--- src/rtl/pdw_pkg.sv ---
package pdw_pkg;
  typedef enum logic [1:0] {ST_RUN, ST_SLEEP, ST_OSC_START, ST_RESUME} pdw_state_e;
  typedef enum logic [1:0] {WK_NONE, WK_MCLR, WK_WDT, WK_IRQ} wake_src_e;
endpackage

--- src/rtl/pdw_wake_detect.sv ---
module pdw_wake_detect
  import pdw_pkg::*;
#(
  parameter int unsigned IRQ_N = 2
) (
  input  logic             mclr_n,
  input  logic             wdt_en,
  input  logic             wdt_timeout,
  input  logic [IRQ_N-1:0] irq_en,
  input  logic [IRQ_N-1:0] irq_flag,
  output logic             wake,
  output wake_src_e        src
);
  logic [IRQ_N-1:0] line_hit;
  logic             irq_hit;
  logic             wdt_hit;

  // A line counts only when its own enable is set; the global enable plays no part here.
  for (genvar i = 0; i < IRQ_N; i++) begin : g_line
    assign line_hit[i] = irq_en[i] & irq_flag[i];
  end

  assign irq_hit = |line_hit;
  assign wdt_hit = wdt_en & wdt_timeout;

  always_comb begin
    if (!mclr_n)      src = WK_MCLR;
    else if (wdt_hit) src = WK_WDT;
    else if (irq_hit) src = WK_IRQ;
    else              src = WK_NONE;
  end

  assign wake = (src != WK_NONE);
endmodule

--- src/rtl/pdw_ost_timer.sv ---
module pdw_ost_timer #(
  parameter int unsigned OST_CYCLES = 1024
) (
  input  logic clk,
  input  logic rst_n,
  input  logic start,
  output logic done
);
  localparam int unsigned CW = (OST_CYCLES > 1) ? $clog2(OST_CYCLES) : 1;
  localparam logic [CW-1:0] LAST = CW'(OST_CYCLES - 1);

  logic [CW-1:0] cnt_q;
  logic          run_q;

  always_ff @(posedge clk or negedge rst_n) begin
    if (!rst_n) begin
      cnt_q <= '0;
      run_q <= 1'b0;
    end else if (start) begin
      cnt_q <= '0;
      run_q <= 1'b1;
    end else if (run_q) begin
      if (cnt_q == LAST) run_q <= 1'b0;
      else               cnt_q <= cnt_q + 1'b1;
    end
  end

  assign done = run_q && (cnt_q == LAST);


  ost_start_chk: assert property (@(posedge clk) disable iff (!rst_n)
    start |=> (run_q && cnt_q == '0));


  ost_stop_chk: assert property (@(posedge clk) disable iff (!rst_n)
    (done && !start) |=> !run_q);
endmodule

--- src/rtl/pdw_status.sv ---
module pdw_status (
  input  logic clk,
  input  logic rst_n,
  input  logic enter_sleep,
  input  logic wdt_wake,
  output logic stat_pd,
  output logic stat_to
);
  always_ff @(posedge clk or negedge rst_n) begin
    if (!rst_n) begin
      stat_pd <= 1'b1;
      stat_to <= 1'b1;
    end else if (enter_sleep) begin
      stat_pd <= 1'b0;
      stat_to <= 1'b1;
    end else if (wdt_wake) begin
      stat_to <= 1'b0;
    end
  end


  sleep_bits_chk: assert property (@(posedge clk) disable iff (!rst_n)
    enter_sleep |=> (!stat_pd && stat_to));


  wdt_to_chk: assert property (@(posedge clk) disable iff (!rst_n)
    (wdt_wake && !enter_sleep) |=> (!stat_to && $stable(stat_pd)));
endmodule

--- src/rtl/pd_wake_ctrl.sv ---
module pd_wake_ctrl
  import pdw_pkg::*;
#(
  parameter int unsigned IRQ_N      = 2,
  parameter int unsigned OST_CYCLES = 1024,
  parameter int unsigned ADDR_W     = 9,
  parameter int unsigned VEC_ADDR   = 4
) (
  input  logic              clk,
  input  logic              rst_n,
  input  logic              sleep_req,
  input  logic              mclr_n,
  input  logic              wdt_en,
  input  logic              wdt_timeout,
  input  logic [IRQ_N-1:0]  irq_en,
  input  logic [IRQ_N-1:0]  irq_flag,
  input  logic              gie,
  input  logic              rc_mode,
  output logic              core_clk_en,
  output logic              osc_drv_en,
  output logic              sleeping,
  output logic              wdt_clear,
  output logic              stat_pd,
  output logic              stat_to,
  output logic              resume_strobe,
  output logic              core_reset,
  output logic              vector_load,
  output logic [ADDR_W-1:0] vector_addr
);
  localparam logic [ADDR_W-1:0] VEC = ADDR_W'(VEC_ADDR);
  localparam logic [1:0] STEP_DUMMY = 2'd1;
  localparam logic [1:0] STEP_VEC   = 2'd2;

  pdw_state_e state_q, state_d;
  wake_src_e  cause_q, cause_d;
  logic       branch_q, branch_d;
  logic [1:0] step_q, step_d;

  logic       wake;
  wake_src_e  src;
  logic       ost_done;
  logic       enter_sleep;
  logic       wake_now;

  pdw_wake_detect #(.IRQ_N(IRQ_N)) u_detect (
    .mclr_n      (mclr_n),
    .wdt_en      (wdt_en),
    .wdt_timeout (wdt_timeout),
    .irq_en      (irq_en),
    .irq_flag    (irq_flag),
    .wake        (wake),
    .src         (src)
  );

  assign enter_sleep = (state_q == ST_RUN) && sleep_req;
  assign wake_now    = (state_q == ST_SLEEP) && wake;

  pdw_ost_timer #(.OST_CYCLES(OST_CYCLES)) u_ost (
    .clk   (clk),
    .rst_n (rst_n),
    .start (wake_now && !rc_mode),
    .done  (ost_done)
  );

  pdw_status u_status (
    .clk         (clk),
    .rst_n       (rst_n),
    .enter_sleep (enter_sleep),
    .wdt_wake    (wake_now && (src == WK_WDT)),
    .stat_pd     (stat_pd),
    .stat_to     (stat_to)
  );

  always_comb begin
    state_d  = state_q;
    cause_d  = cause_q;
    branch_d = branch_q;
    step_d   = step_q;
    unique case (state_q)
      ST_RUN: if (sleep_req) state_d = ST_SLEEP;
      ST_SLEEP: if (wake) begin
        cause_d  = src;
        branch_d = (src == WK_IRQ) && gie;
        step_d   = '0;
        state_d  = rc_mode ? ST_RESUME : ST_OSC_START;
      end
      ST_OSC_START: if (ost_done) state_d = ST_RESUME;
      ST_RESUME: begin
        if (step_q == '0 && !branch_q) state_d = ST_RUN;
        else if (step_q == STEP_VEC)   state_d = ST_RUN;
        else                           step_d  = step_q + 1'b1;
      end
      default: state_d = ST_RUN;
    endcase
  end

  always_ff @(posedge clk or negedge rst_n) begin
    if (!rst_n) begin
      state_q  <= ST_RUN;
      cause_q  <= WK_NONE;
      branch_q <= 1'b0;
      step_q   <= '0;
    end else begin
      state_q  <= state_d;
      cause_q  <= cause_d;
      branch_q <= branch_d;
      step_q   <= step_d;
    end
  end

  assign core_clk_en   = (state_q == ST_RUN) || (state_q == ST_RESUME);
  assign osc_drv_en    = (state_q != ST_SLEEP);
  assign sleeping      = (state_q == ST_SLEEP);
  assign wdt_clear     = enter_sleep || wake_now;
  assign resume_strobe = (state_q == ST_RESUME) && (step_q == '0) && (cause_q != WK_MCLR);
  assign core_reset    = (state_q == ST_RESUME) && (step_q == '0) && (cause_q == WK_MCLR);
  assign vector_load   = (state_q == ST_RESUME) && (step_q == STEP_VEC);
  assign vector_addr   = vector_load ? VEC : '0;


  resume_gap_chk: assert property (@(posedge clk) disable iff (!rst_n)
    resume_strobe |=> !vector_load);


  vec_origin_chk: assert property (@(posedge clk) disable iff (!rst_n)
    vector_load |-> ($past(resume_strobe, 2) && $past(state_q) == ST_RESUME));


  strobe_excl_chk: assert property (@(posedge clk) disable iff (!rst_n)
    $onehot0({resume_strobe, core_reset, vector_load}));


  stray_sleep_chk: assert property (@(posedge clk) disable iff (!rst_n)
    (state_q == ST_OSC_START && !ost_done) |=> (state_q == ST_OSC_START));


  rerun_chk: assert property (@(posedge clk) disable iff (!rst_n)
    (state_q == ST_RUN && sleep_req) |=> sleeping);
endmodule

--- config.mk ---
export PLATFORM = sky130hd
export DESIGN_NAME = pd_wake_ctrl
export DESIGN_NICKNAME = d
export VERILOG_FILES = /design/src/rtl/pdw_pkg.sv /design/src/rtl/pdw_wake_detect.sv /design/src/rtl/pdw_ost_timer.sv /design/src/rtl/pdw_status.sv /design/src/rtl/pd_wake_ctrl.sv
export SDC_FILE = /design/constraint.sdc
export NUM_CORES = 1
export LEC_CHECK = 0
export CORE_MARGIN = 5
export CORE_UTILIZATION = 50
export CTS_CLUSTER_DIAMETER = 30
export DETAILED_ROUTE_END_ITERATION = 10
export DONT_BUFFER_PORTS = 1
export PLACE_DENSITY = 0.68
export SLEW_MARGIN = 20
export SYNTH_ARGS = -nofsm -noshare
export SYNTH_HDL_FRONTEND = slang
export SYNTH_SLANG_ARGS = --single-unit
--- constraint.sdc ---
create_clock -name clk -period 1.7 [get_ports clk]
set_input_delay 0.085 -clock clk [delete_from_list [all_inputs] [get_ports clk]]
set_output_delay 0.085 -clock clk [all_outputs]
set_load 0.005 [all_outputs]
# After elaboration in Yosys (flattened, before gate mapping)
# Index checks and enable logic that the tools add are counted.
# totals
reg_bits	20
out_inout_bits	18
word_cells	79
# classes
addsub	2
eq_ne	17
muxes	23
bitwise_logic	3
n_reduce_logical	26
# op_table
cell	n
2-to-1 mux 10 bit	3
2-to-1 mux 2 bit	11
logical AND 1 bit	11
adder 10 x 1 -> 10 bit, second input constant	1
== test 10 bit, second input constant	1
== test 2 bit, second input constant	5
!= test 2 x 1 -> 1 bit, second input constant	4
!= test 2 bit, second input constant	4
case mux 2 bit (4 select lines)	1
AND reduction 4 bit	2
nonzero test 2 bit	4
2-to-1 mux 1 bit	6
== test 2 x 1 -> 1 bit, second input constant	2
logical NOT 2 bit	2
case mux 2 bit (2 select lines)	1
AND reduction 2 bit	2
bitwise AND 1 bit	3
2-to-1 mux 3 bit	1
!= test 3 bit, second input constant	1
adder 2 x 1 -> 2 bit, second input constant	1
logical NOT 1 bit	2
logical OR 1 bit	2
OR reduction 2 bit	1

# Longest topological paths before layout
# logic_depth
ltp_word	10
depth_mapped	7
mapped_depth_nobuf	7

# Cells and area by module
# From an unflattened synthesis, not the netlist that was laid out.
# hier_totals
cells_unflattened	134
area_unflattened_um2	1311.3
# by_module_without_submodules
mod	instances	cells_each	area_each_um2	seq_area_each_um2
pd_wake_ctrl	1	65	615.6	175.2
pdw_ost_timer	1	58	586.8	275.3
pdw_status	1	5	70.1	52.6
pdw_wake_detect	1	6	38.8	0.0

# Least setup slack after synthesis
# Ideal clock, no wire load.
# synth_path
path_type	register -> register
from	register state_q[1]
to	register step_q[1]
setup_ns	0.121
t_arrival_ns	1.487
required_time_ns	1.579
slack_ns	0.092
stages_incl_launch_ff	8
path_buffers	1
period_less_slack_ns	1.608
path_cell_list	dfrtp_1 > inv_1 > ha_1 > clkbuf_1 > nand4_1 > nand3_1 > o21ai_0 > a22o_1
# synth_between
elab_chain_len	3
elab_cells_between_ends	8
cone_classes	eq/ne: 5; mux: 1; reduce/logical: 2
# synth_rtl
element	line	rtl
start: declaration	pd_wake_ctrl.sv:34	pdw_state_e state_q, state_d;
start signal: assignment	pd_wake_ctrl.sv:104	state_q <= state_d;
== test 2 x 1 -> 1 bit (*)	n/a	
via sleeping	pd_wake_ctrl.sv:21	output logic sleeping,
!= test 2 x 1 -> 1 bit (no line) / nonzero test 2 bit (equally long branches)	n/a	
AND reduction 4 bit (no line)	n/a	
end signal: assignment	pd_wake_ctrl.sv:107	step_q <= step_d;
end: declaration	pd_wake_ctrl.sv:37	logic [1:0] step_q, step_d;
# Mark *: on every way through the listed nets, which the timed path passes. The rest lies on a longest branch.
# A chain may end at the register's enable or synchronous reset.

# Final worst setup path
# layout_path
from	register step_q[0]
to	register step_q[0]
# layout_between
elab_chain_len	4
elab_cells_between_ends	10
cone_classes	add/sub: 1; eq/ne: 3; mux: 3; reduce/logical: 3
# layout_rtl
element	line
adder 2 x 1 -> 2 bit / logical NOT 2 bit (equally long branches)	pd_wake_ctrl.sv:91, pd_wake_ctrl.sv:89
2-to-1 mux 2 bit / logical AND 1 bit (equally long branches)	pd_wake_ctrl.sv:90, pd_wake_ctrl.sv:89
2-to-1 mux 2 bit / != test 2 bit (equally long branches)	n/a
case mux 2 bit (2 select lines) / AND reduction 4 bit (equally long branches)	n/a
# Parallel ways exist; a longest one is shown, timed or not. The select of a mux whose other input is x is not followed.

==> results.cfg <==
[run_status]
status = finished clean

[finish]
area_delta_synth_final_pct = 8.008
fin_nets = 161
fin_cells = 168
fin_area_um2 = 1316
num-fill-cells = 195
antennaDiodeCount = 0
drive_gt1_share_pct = 11.43

[timing]
timing.final.crit_period_ns = 1.640
fin_crit_sh_pct = 96.47
hold_viol_final = 0
final-setup-viol-count = 0
rsz0062_at_grt = true
max_slew_margin_pct = 38.36
tns_ns = 0
setup_slack_ns = 0.05997
max_freq_mhz = 609.7
drv_slew = 0
clock_skew_ns = 0.01001
tightest_slew_ns = 0.9215

[run]
drv_cap = 0

[cts]
cts.sinks = 20
cts_buffers = 3
cts_tree = done
root_buffer = clkbuf_4
htree_levels = 1
clkLatencyLatePin_ns = 0.30
clock_path_buffers = 2
path_clk_slew_ns = 0.11

[setup_path]
path_class = reg -> reg
cp.required_ns = 1.89
cp-start-kind = register
crit_arrival_ns = 1.83
end_kind = register
worst-path-max-fanout = 5

[detailed_routing]
vias = 925
final_antenna_net_count = 0
wl_per_cell_um = 14.45
drc = 0
dr.pass1.iters = 4
wirelength_mm = 2.427
drt_iter0_drc = 24
viasPerCell = 5.506

[grt]
antenna_found_initial = 0
track_usage_pct = 15.15
gr-total-overflow = 0
grt_pass1_vias = 933
grt_start_max_net_pins = 21
grt_pass1_wl_mm = 4.112

[floorplan]
die_w_um = 59.37
design.core.area_um2 = 2276
die-height_um = 59.37
num_rows = 17
start_util_pct = 53.55
dieArea_um2 = 3525
io_pins = 30

[placement]
portBuffers = 0
dp_cells = 159
placed_area_um2 = 1227
pre_cts_ws_ns = 0.06756
dpl.hpwl_mm = 1.857
globalplace.congestion = 0.7528

[synthesis]
synth_cell_types = 37
synthesis.area_um2 = 1219
synthFlopType = dfrtp_1
synth_area_leader_cell = dfrtp_1
async_flop_share_pct = 100.0
synth.area.top_cells = dfrtp_1 37%, ha_1 8.2%, buf_4 5.5%
syn_avg_cell_area_um2 = 9.303
ys_warn_count = 0
synth-edff-count = 0
netlist_instances = 131
synth.yosys.seq_area_share_pct = 41.27
ys_ff_latch = 20
yosys.area.top_type_share_pct = 36.96

[hold_path]
hold_path.class = in -> reg

[power_and_ir_drop]
p_per_area_nw_per_um2 = 1539
ir_drop_v = 0.0007989
p_leak_nw = 0.6206
## sequential cells by signal, summed over array words and instances, names as in the netlist
name,flops
cause_q,2
branch_q,1
u_status.stat_to,1
state_q,2
u_ost.run_q,1
step_q,2
u_ost.cnt_q,10
u_status.stat_pd,1
## per-stage QoR
stage                     hold slack [ns]  power, mW  util [%]
after floorplan                   -0.2106      1.496         -
after global placement            -0.2100      1.681     53.93
after detailed placement          -0.2100      1.730     53.93
after CTS                         0.03887      2.035     57.72
after global routing              0.06451      2.233     57.83
final                             0.04732      2.026     57.83
## critical path, stage by stage (launching register included)
cell and delay (ns):
dfrtp_1 0.36, inv_1 0.08, ha_1 0.21, nor2b_1 0.13
nor3b_1 0.24, buf_4 0.18, o21ai_0 0.10, a22o_1 0.25
## power by group
part / switching [mW] / total, mW / internal, mW / leakage, nW
sequential: 0.152 / 0.805 / 0.653 / 0.247
combinational: 0.540 / 0.937 / 0.397 / 0.352
clock: 0.153 / 0.284 / 0.131 / 0.0210
## synth_stat cells (3+ instances only)
master / number
inv_1: 11
nand3_1: 7
nor2_1: 10
ha_1: 8
nand2_1: 14
xor2_1: 4
and3_1: 3
a211oi_1: 3
a21oi_1: 5
o21ai_0: 5
buf_4: 9
dfrtp_1: 18
nand4_1: 3
## layout by cell type, fill, tap and decap left out, types with 2 or more instances in the layout
| cell | n |
|---|---|
| dfrtp_1 | 18 |
| nand2_1 | 14 |
| inv_1 | 11 |
| nor2_1 | 10 |
| conb_1 | 8 |
| nand3_1 | 7 |
| ha_1 | 7 |
| o21ai_0 | 5 |
| a21oi_1 | 5 |
| dlygate4sd3_1 | 5 |
| xor2_1 | 4 |
| buf_4 | 4 |
| and3_1 | 3 |
| nand4_1 | 3 |
| a211oi_1 | 3 |
| clkbuf_4 | 3 |
| nor3b_1 | 2 |
| and2_1 | 2 |
| and4_1 | 2 |
| nor2_2 | 2 |
| a22o_1 | 2 |
| a31oi_1 | 2 |
| dfstp_2 | 2 |
## layout make-up
class / count / area [um^2] / share of cell area [%]
repair buffers: 9 / 80.08 / 6.084
inverters: 11 / 41.29 / 3.137
flip-flops and latches: 20 / 503.0 / 38.21
clock buffers: 4 / 36.28 / 2.757
multi-input cells: 96 / 620.6 / 47.15
well taps: 28 / 35.03 / 2.662
## path summary, 6_finish.rpt
| kind | startpoint | slack (ns) | cells past startpoint | end |
|---|---|---|---|---|
| min in group asynchronous | rst_n | 0.34 | 1 | u_ost.cnt_q[1] |
| worst min-delay path | rc_mode | 0.05 | 2 | state_q[0] |
| max in group asynchronous | rst_n | 0.78 | 1 | step_q[1] |
| worst max register to register | step_q[0] | 0.06 | 7 | step_q[0] |
| worst min register to register | u_status.stat_to | 0.50 | 2 | u_status.stat_to |
| worst max-delay path | step_q[0] | 0.06 | 7 | step_q[0] |
## logic make-up (layout without fill, tap and decap cells)
family | count (synthesis) | count (layout) | share of synthesized area [%]
AOI/OAI and AO/OA | 25 | 25 | 15.61
xor gates and xnor gates | 5 | 5 | 3.593
adders and majority gates | 8 | 8 | 8.214
buffers and inverters | 22 | 24 | 10.16
DFF | 20 | 20 | 41.27
muxes | 1 | 1 | 0.8214
other | 1 | 8 | 0.3077
and+or+nand+nor | 49 | 49 | 20.02
## layer usage
| layer | vias up | routed length (um) | GRT usage, % |
|---|---|---|---|
| li1 | 458 | - | - |
| met1 | 437 | 1108 | 20.11 |
| met2 | 28 | 1110 | 24.18 |
| met3 | 2 | 193 | 4.139 |
| met4 | 0 | 13 | 3.883 |
| met5 | - | 0 | 0 |
## timing repair
item | in CTS | in global routing
hold buffers | 5 | 0
endpoints found under the setup margin | 0 | 4
hold endpoints to repair | 25 | 0
buffers inserted | 0 | 0
gates resized for setup | 0 | 1
Power figures use the tool's default switching activity.
